--- src/rtl/slt_pkg.sv ---
package slt_pkg;
  typedef enum logic [1:0] {
    ALLOC_NONE  = 2'd0,
    ALLOC_REUSE = 2'd1,
    ALLOC_FREE  = 2'd2,
    ALLOC_EVICT = 2'd3
  } alloc_kind_e;
endpackage

--- src/rtl/slt_first_set.sv ---
module slt_first_set #(
  parameter int N = 8
) (
  input  logic [N-1:0] req,
  output logic [N-1:0] grant,
  output logic         any
);
  always_comb begin
    grant = '0;
    any   = 1'b0;
    for (int i = 0; i < N; i++) begin
      if (req[i] && !any) begin
        grant[i] = 1'b1;
        any      = 1'b1;
      end
    end
  end
endmodule

--- src/rtl/slt_match_bank.sv ---
module slt_match_bank #(
  parameter int N      = 8,
  parameter int TAG_W  = 7,
  parameter int WORD_W = 29
) (
  input  logic [N-1:0]             valid_q,
  input  logic [N-1:0][TAG_W-1:0]  tag_q,
  input  logic [N-1:0][WORD_W-1:0] word_q,
  input  logic [TAG_W-1:0]         ld_tag,
  input  logic [TAG_W-1:0]         chk_tag,
  input  logic [WORD_W-1:0]        st_word,
  output logic [N-1:0]             ld_hit,
  output logic [N-1:0]             chk_hit,
  output logic [N-1:0]             st_hit
);
  for (genvar i = 0; i < N; i++) begin : g_cmp
    assign ld_hit[i]  = valid_q[i] && (tag_q[i]  == ld_tag);
    assign chk_hit[i] = valid_q[i] && (tag_q[i]  == chk_tag);
    assign st_hit[i]  = valid_q[i] && (word_q[i] == st_word);
  end
endmodule

--- src/rtl/slt_alloc.sv ---
module slt_alloc
  import slt_pkg::*;
#(
  parameter int N = 8
) (
  input  logic         clk,
  input  logic         rst_n,
  input  logic         ld_valid,
  input  logic [N-1:0] ld_hit,
  input  logic [N-1:0] valid_q,
  output logic [N-1:0] wr_sel
);
  localparam int IDX_W = (N > 1) ? $clog2(N) : 1;

  logic [IDX_W-1:0] victim_q;
  logic [N-1:0]     free_sel;
  logic             free_any;
  logic [N-1:0]     victim_oh;
  alloc_kind_e      kind;

  slt_first_set #(.N(N)) u_free (
    .req   (~valid_q),
    .grant (free_sel),
    .any   (free_any)
  );

  assign victim_oh = N'(1) << victim_q;

  always_comb begin
    kind   = ALLOC_NONE;
    wr_sel = '0;
    if (ld_valid) begin
      if (|ld_hit) begin
        kind   = ALLOC_REUSE;
        wr_sel = ld_hit;
      end else if (free_any) begin
        kind   = ALLOC_FREE;
        wr_sel = free_sel;
      end else begin
        kind   = ALLOC_EVICT;
        wr_sel = victim_oh;
      end
    end
  end

  always_ff @(posedge clk) begin
    if (!rst_n) begin
      victim_q <= '0;
    end else if (kind == ALLOC_EVICT) begin
      victim_q <= (victim_q == IDX_W'(N - 1)) ? '0 : victim_q + 1'b1;
    end
  end
endmodule

--- src/rtl/spec_load_tracker.sv ---
module spec_load_tracker #(
  parameter int ENTRIES    = 8,
  parameter int TAG_W      = 7,
  parameter int ADDR_W     = 32,
  parameter int ALIGN_BITS = 3
) (
  input  logic              clk,
  input  logic              rst_n,
  input  logic              ld_valid,
  input  logic [TAG_W-1:0]  ld_tag,
  input  logic [ADDR_W-1:0] ld_addr,
  input  logic              st_valid,
  input  logic [ADDR_W-1:0] st_addr,
  input  logic              chk_valid,
  input  logic [TAG_W-1:0]  chk_tag,
  output logic              chk_found,
  output logic              chk_redo
);
  localparam int WORD_W = ADDR_W - ALIGN_BITS;

  logic [ENTRIES-1:0]             valid_q;
  logic [ENTRIES-1:0]             viol_q;
  logic [ENTRIES-1:0][TAG_W-1:0]  tag_q;
  logic [ENTRIES-1:0][WORD_W-1:0] word_q;

  logic [WORD_W-1:0]  ld_word;
  logic [WORD_W-1:0]  st_word;
  logic [ENTRIES-1:0] ld_hit;
  logic [ENTRIES-1:0] chk_hit;
  logic [ENTRIES-1:0] st_hit;
  logic [ENTRIES-1:0] wr_sel;
  logic               new_marked;

  assign ld_word = ld_addr[ADDR_W-1:ALIGN_BITS];
  assign st_word = st_addr[ADDR_W-1:ALIGN_BITS];

  slt_match_bank #(.N(ENTRIES), .TAG_W(TAG_W), .WORD_W(WORD_W)) u_match (
    .valid_q (valid_q),
    .tag_q   (tag_q),
    .word_q  (word_q),
    .ld_tag  (ld_tag),
    .chk_tag (chk_tag),
    .st_word (st_word),
    .ld_hit  (ld_hit),
    .chk_hit (chk_hit),
    .st_hit  (st_hit)
  );

  slt_alloc #(.N(ENTRIES)) u_alloc (
    .clk      (clk),
    .rst_n    (rst_n),
    .ld_valid (ld_valid),
    .ld_hit   (ld_hit),
    .valid_q  (valid_q),
    .wr_sel   (wr_sel)
  );

  // Check result: combinational, from pre-update state.
  assign chk_found = chk_valid && (|chk_hit);
  assign chk_redo  = chk_valid && (!(|chk_hit) || (|(chk_hit & viol_q)));

  // A store in the same cycle sees the new entry (insert first).
  assign new_marked = st_valid && (st_word == ld_word);

  always_ff @(posedge clk) begin
    if (!rst_n) begin
      valid_q <= '0;
      viol_q  <= '0;
      tag_q   <= '0;
      word_q  <= '0;
    end else begin
      for (int i = 0; i < ENTRIES; i++) begin
        if (st_valid && st_hit[i]) viol_q[i] <= 1'b1;
        if (chk_valid && chk_hit[i]) valid_q[i] <= 1'b0;
        if (ld_valid && wr_sel[i]) begin
          valid_q[i] <= 1'b1;
          tag_q[i]   <= ld_tag;
          word_q[i]  <= ld_word;
          viol_q[i]  <= new_marked;
        end
      end
    end
  end
endmodule

--- config.mk ---
export PLATFORM = sky130hd
export DESIGN_NAME = spec_load_tracker
export DESIGN_NICKNAME = d
export VERILOG_FILES = /design/src/rtl/slt_pkg.sv /design/src/rtl/slt_first_set.sv /design/src/rtl/slt_match_bank.sv /design/src/rtl/slt_alloc.sv /design/src/rtl/spec_load_tracker.sv
export SDC_FILE = /design/constraint.sdc
export NUM_CORES = 1
export LEC_CHECK = 0
export BUFFER_PORTS_ARGS = -buffer_cell sky130_fd_sc_hd__buf_2
export CAP_MARGIN = 20
export CORE_MARGIN = 3
export CORE_UTILIZATION = 66
export DETAILED_ROUTE_END_ITERATION = 12
export MAX_ROUTING_LAYER = met4
export PLACE_DENSITY = 0.86
export SLEW_MARGIN = 30
export SYNTH_ARGS = -nofsm -noshare
export SYNTH_HDL_FRONTEND = slang
export SYNTH_SLANG_ARGS = --single-unit
--- constraint.sdc ---
create_clock -name clk -period 5.3 [get_ports clk]
set_input_delay 0.265 -clock clk [delete_from_list [all_inputs] [get_ports clk]]
set_output_delay 0.265 -clock clk [all_outputs]
set_load 0.01 [all_outputs]
# Yosys cells after proc, flatten, opt, wreduce, memory -nomap -nowiden
# Index checks and enable logic that the tools add are counted.
dict set report classes {
  n_addsub 1
  n_eq_ne 27
  shifts 1
  n_mux 54
  bitwise 2
  reduce_logical 86
}
# operator count
set op_table {}
lappend op_table {{equality test 29 bit} 9}
lappend op_table {{equality test 7 bit} 16}
lappend op_table {{logical AND 1 bit} 58}
lappend op_table {{two-way mux 1 bit} 48}
lappend op_table {{nonzero test 2 bit} 16}
lappend op_table {{two-way mux 8 bit} 3}
lappend op_table {{OR reduction 8 bit} 3}
lappend op_table {{bitwise AND 8 bit} 1}
lappend op_table {{zero test 1 bit} 8}
lappend op_table {{inverter 8 bit} 1}
lappend op_table {{<< shifter 1 x 3 -> 8 bit, first input constant} 1}
lappend op_table {{two-way mux 2 bit} 2}
lappend op_table {{adder 3 x 1 -> 3 bit, second input constant} 1}
lappend op_table {{equality test 3 bit, second input constant} 1}
lappend op_table {{two-way mux 3 bit} 1}
lappend op_table {{equality test 2 bit, second input constant} 1}
lappend op_table {{logical OR 1 bit} 1}
dict set report totals {
  regBits 307
  in_bits 83
  output_inout_bits 2
}

# Depth between registers and ports, before layout
dict set report depth {
  word_depth 28
  ltp_mapped 11
  mapped_depth_nobuf 7
}

# By module
# From an unflattened synthesis, not the netlist that was laid out.
dict set report hier_totals {
  cells_unflattened 2019
  hier_area_um2 16500.8
}
# mod instances cells_per_inst area_each_um2 seq_area_each_um2
set modules_own_cells {}
lappend modules_own_cells {spec_load_tracker 1 1419 11723.7 6085.8}
lappend modules_own_cells {slt_match_bank 1 519 4149.0 0.0}
lappend modules_own_cells {slt_alloc 1 69 531.8 60.1}
lappend modules_own_cells {slt_first_set 1 12 96.3 0.0}

# Least setup slack after synthesis
# No wires, ideal clock.
dict set report synth_path {
  kind {input to register}
  start {in ld_tag[1]}
  end {reg viol_q[3]}
  setup_ns 0.129
  arrival_time_ns 1.920
  t_required_ns 5.171
  path_slack_ns 3.251
  cell_stages 11
  path_buffers 4
  cell_sequence {buf_4 > xnor2_1 > nand4_1 > nor2_1 > nor4_1 > nand4b_1 > buf_2 > a2bb2oi_1 > buf_4 > buf_6 > mux2i_1}
}
dict set report synth_via {
  elab_chain_cells 7
  elab_cells_between_ends 22
}
# item line
set synth_lines {}
lappend synth_lines {{from (decl)} spec_load_tracker.sv:10} ;# input logic [TAG_W-1:0] ld_tag,
lappend synth_lines {{equality test 7 bit} slt_match_bank.sv:17} ;# assign ld_hit[i] = valid_q[i] && (tag_q[i] == ld_tag);
lappend synth_lines {{logical AND 1 bit} slt_match_bank.sv:17}
lappend synth_lines {{OR reduction 8 bit} slt_alloc.sv:33} ;# if (|ld_hit) begin
lappend synth_lines {{two-way mux 8 bit (*)} slt_alloc.sv:33}
lappend synth_lines {{two-way mux 8 bit (*)} slt_alloc.sv:32} ;# if (ld_valid) begin
lappend synth_lines {{logical AND 1 bit (*)} spec_load_tracker.sv:75} ;# if (ld_valid && wr_sel[i]) begin
lappend synth_lines {{two-way mux 1 bit or nonzero test 2 bit (tied branches)} -}
lappend synth_lines {{to (signal, indexed assignment)} spec_load_tracker.sv:79} ;# viol_q[i] <= new_marked;
lappend synth_lines {{to (decl)} spec_load_tracker.sv:22} ;# logic [ENTRIES-1:0] viol_q;
# Mark *: on every way between the ends. The rest lies on a longest branch, timed or not.
# A chain may end at the register's enable or synchronous reset.

# Final worst setup path
dict set report layout_path {
  start {reg tag_q[24] (netlist name)}
  end {reg word_q[118] (netlist name)}
}
dict set report layout_via {
  elab_chain_cells 6
}
# item line
set layout_lines {}
lappend layout_lines {{from (decl)} spec_load_tracker.sv:23} ;# logic [ENTRIES-1:0][TAG_W-1:0] tag_q;
lappend layout_lines {{from (signal, indexed assignment)} spec_load_tracker.sv:77} ;# tag_q[i] <= ld_tag;
lappend layout_lines {{equality test 7 bit} slt_match_bank.sv:17}
lappend layout_lines {{logical AND 1 bit} slt_match_bank.sv:17}
lappend layout_lines {{OR reduction 8 bit} slt_alloc.sv:33}
lappend layout_lines {{two-way mux 8 bit} slt_alloc.sv:33}
lappend layout_lines {{two-way mux 8 bit} slt_alloc.sv:32}
lappend layout_lines {{logical AND 1 bit} spec_load_tracker.sv:75}
lappend layout_lines {{to (signal, indexed assignment)} spec_load_tracker.sv:78} ;# word_q[i] <= ld_word;
lappend layout_lines {{to (decl)} spec_load_tracker.sv:24} ;# logic [ENTRIES-1:0][WORD_W-1:0] word_q;
# No other way between the ends.

==> impl_metrics.yaml <==
power:
  pwr-share-clk: 0.436
  ir_drop_uv: 267
  internal_power_mw: 3.83
  share_comb_of_total_power: 0.101
  power_switching_mw: 1.30
  pwr-share-seq: 0.463
  powerDensity_nw_per_um2: 300
  p_leak_nw: 7.86
  p_sw_frac: 0.254
flow_run:
  max-cap-violations: 0
finish:
  fillCellCount: 1585
  area_delta_synth_final_pct: 9.12
  drive_gt1_frac: 0.0903
  final_nets: 1760
  multi_input_area_um2: 8940
  seq_area_um2: 6150
critical_path:
  slowest_delay_ns: 1.09
  crit_family: "simple AND/OR/NAND/NOR gates"
  worst-path-buf-inv: 1
  rrSetupSlack_ns: 1.67
  startpoint_type: "flip-flop"
  cp_cell_sequence: "xnor2_1, nand4_1, nor2_1, nor4_1, nand4b_1, o21ai_4, buf_4, mux2i_1"
  critPathCaptureType: "flip-flop"
  crit_fanout: 18
  crit_required_ns: 5.78
  criticalPathCategory: "flip-flop to flip-flop"
  cpMaxStageDelayCell: "o21ai_4"
  arrival_ns: 4.11
timing:
  hold_viol_final: 0
  rsz0062_at_grt: "false"
  skew_ns: 0.0148
  setup_tns_ns: 0
  min_period_over_period: 0.684
  worst_slack_ns: 1.67
  finalMaxSlewViolations: 0
  period_needed_ns: 3.63
  maxSlewHeadroom: 0.335
  worst_pin_slew_ns: 0.993
  fmax_mhz: 276
  finalSetupViolCount: 0
status:
  status: "completed"
drt:
  post_drt_wl_per_cell_um: 23.1
  first_iter_violations: 1318
  drt_wl_total_um: 46500
  ant_nets: 0
  viasPerCell: 6.23
  dr.pass1.iters: 5
  drc: 0
  vias: 12500
grt:
  grt_first_pass_wirelength_um: 70500
  grt_pass1_vias: 12300
  grt_max_degree: 144
  grt_usage: 0.362
  antenna_found_initial: 0
  overflow: 0
placement:
  gp_congestion: 0.954
  hpwlAfterDp_um: 30500
  port_buffers: 78
  dp_worst_setup_slack_ns: 1.59
die:
  dieWidth_um: 160
  io_pins: 85
  row_count: 55
  start_util: 0.682
  core_um2: 23000
  die_h_um: 160
  dieArea_um2: 25700
synthesis:
  syn-num-nets: 1755
  synth_cell_types: 36
  synth_top_area_frac: 0.392
  synthTopCellsByArea: "dfxtp_1 (39%), mux2i_1 (19%), xnor2_1 (11%), xor2_1 (9.5%), nand2_1 (8.4%)"
  netlist_instances: 1666
  synth.largest_area_cell: "dfxtp_1"
  async_flop_share: 0
  synth_commonest_cells: "nand2_1 (350), dfxtp_1 (307), mux2i_1 (296)"
  synth-seq-cells: 307
  synth-edff-count: 0
  syn_area_per_cell_um2: 9.41
  synth_area_um2: 15700
  synth-main-ff-cell: "dfxtp_1"
  ys_seq_area_frac: 0.392
  yosys_warnings: 0
  synth_most_common_cell: "nand2_1"
clock_tree:
  cts_made_buffers: 31
  h-tree-depth: 1
  path_clk_slew_ns: 0.06
  cts_tree: "built"
  cts_resized: 0
  clk_latency_ns: 0.57
  hold_buffers: 0
  clockBufferDepth: 3
  postCtsSetupRepairBufs: 0
  root_buffer: "clkbuf_16"
  clkSinkCount: 307
min_path:
  hold_class: "input pin to flip-flop"
[metrics by stage]
stage          power (mW)  std cells  instance area [um^2]  utilization  hold slack (ns)
6_report             5.13       2009                 17100        0.745            0.139
3_5_place_dp         2.93       1951                 16100        0.699            0.462
2_1_floorplan        2.76       1666                 15700            -            0.446
5_1_grt              5.25       2008                 17100        0.745            0.158
3_3_place_gp         2.91       1950                 16000        0.698            0.454
4_1_cts              5.11       2008                 17100        0.745            0.123
[path summary, 6_finish.rpt]
kind	startpoint	cells after the start	endpoint
setup / recovery	tag_q[24]$_SDFFE_PN0P_	8	word_q[118]$_SDFFE_PN0P_
hold / removal	chk_valid	4	valid_q[6]$_SDFFE_PN0P_
setup reg to reg	tag_q[24]$_SDFFE_PN0P_	8	word_q[118]$_SDFFE_PN0P_
hold reg to reg	word_q[90]$_SDFFE_PN0P_	2	word_q[90]$_SDFFE_PN0P_
[cell families after synthesis]
| group | after synthesis | synth area share |
|---|---|---|
| simple gates | 509 | 0.144 |
| xor+xnor | 370 | 0.207 |
| flops | 307 | 0.392 |
| mux | 296 | 0.189 |
| buf+inv | 133 | 0.0439 |
| compound gates | 45 | 0.0205 |
| fa+ha+maj | 6 | 0.00479 |
[layer usage]
layer | wire length (um) | track usage | part of all wire
met1 | 17700 | 0.460 | 0.38
met2 | 20900 | 0.567 | 0.45
met3 | 5460 | 0.0680 | 0.12
met4 | 2330 | 0.151 | 0.050
met5 | 0 | - | 0
[placed cells by master, fill, tap and decap left out, types with 13 or more instances in the layout]
| cell type | n |
|---|---|
| xor2_1 | 170 |
| nor4_1 | 55 |
| buf_4 | 13 |
| buf_2 | 77 |
| nand4_1 | 72 |
| nor2_1 | 21 |
| clkbuf_16 | 31 |
| xnor2_1 | 200 |
| nand2_1 | 350 |
| dfxtp_1 | 307 |
| mux2i_1 | 296 |
[power groups by stage]
| stage | Combinational [mW] | Sequential [mW] | Clock [mW] |
|---|---|---|---|
| after global placement | 0.492 | 2.42 | 0 |
| after floorplan | 0.348 | 2.42 | 0 |
| after detailed placement | 0.501 | 2.43 | 0 |
| after global routing | 0.544 | 2.38 | 2.32 |
| final | 0.521 | 2.38 | 2.24 |
| after CTS | 0.507 | 2.37 | 2.23 |
[final cells by class]
cell class / count / share of cell area
repair buffers: 93 / 0.0319
flip-flops and latches: 307 / 0.359
inverters: 12 / 0.00263
multi-input cells: 1226 / 0.522
well taps: 313 / 0.0229
clock buffers: 47 / 0.0547
diodes: 1 / 0.000146
clock inverters: 10 / 0.00621
[registers in the layout, summed over array words and instances, names as in the netlist]
name / count
word_q: 232
valid_q: 8
viol_q: 8
u_alloc.victim_q: 3
tag_q: 56
[tightest hold or removal path: cells and delay by family]
| family | cells | cell delay (ns) |
|---|---|---|
| compound gates | 1 | 0.05 |
| buf+inv | 1 | 0.19 |
| simple gates | 2 | 0.14 |
(Power assumes the default switching activity.)
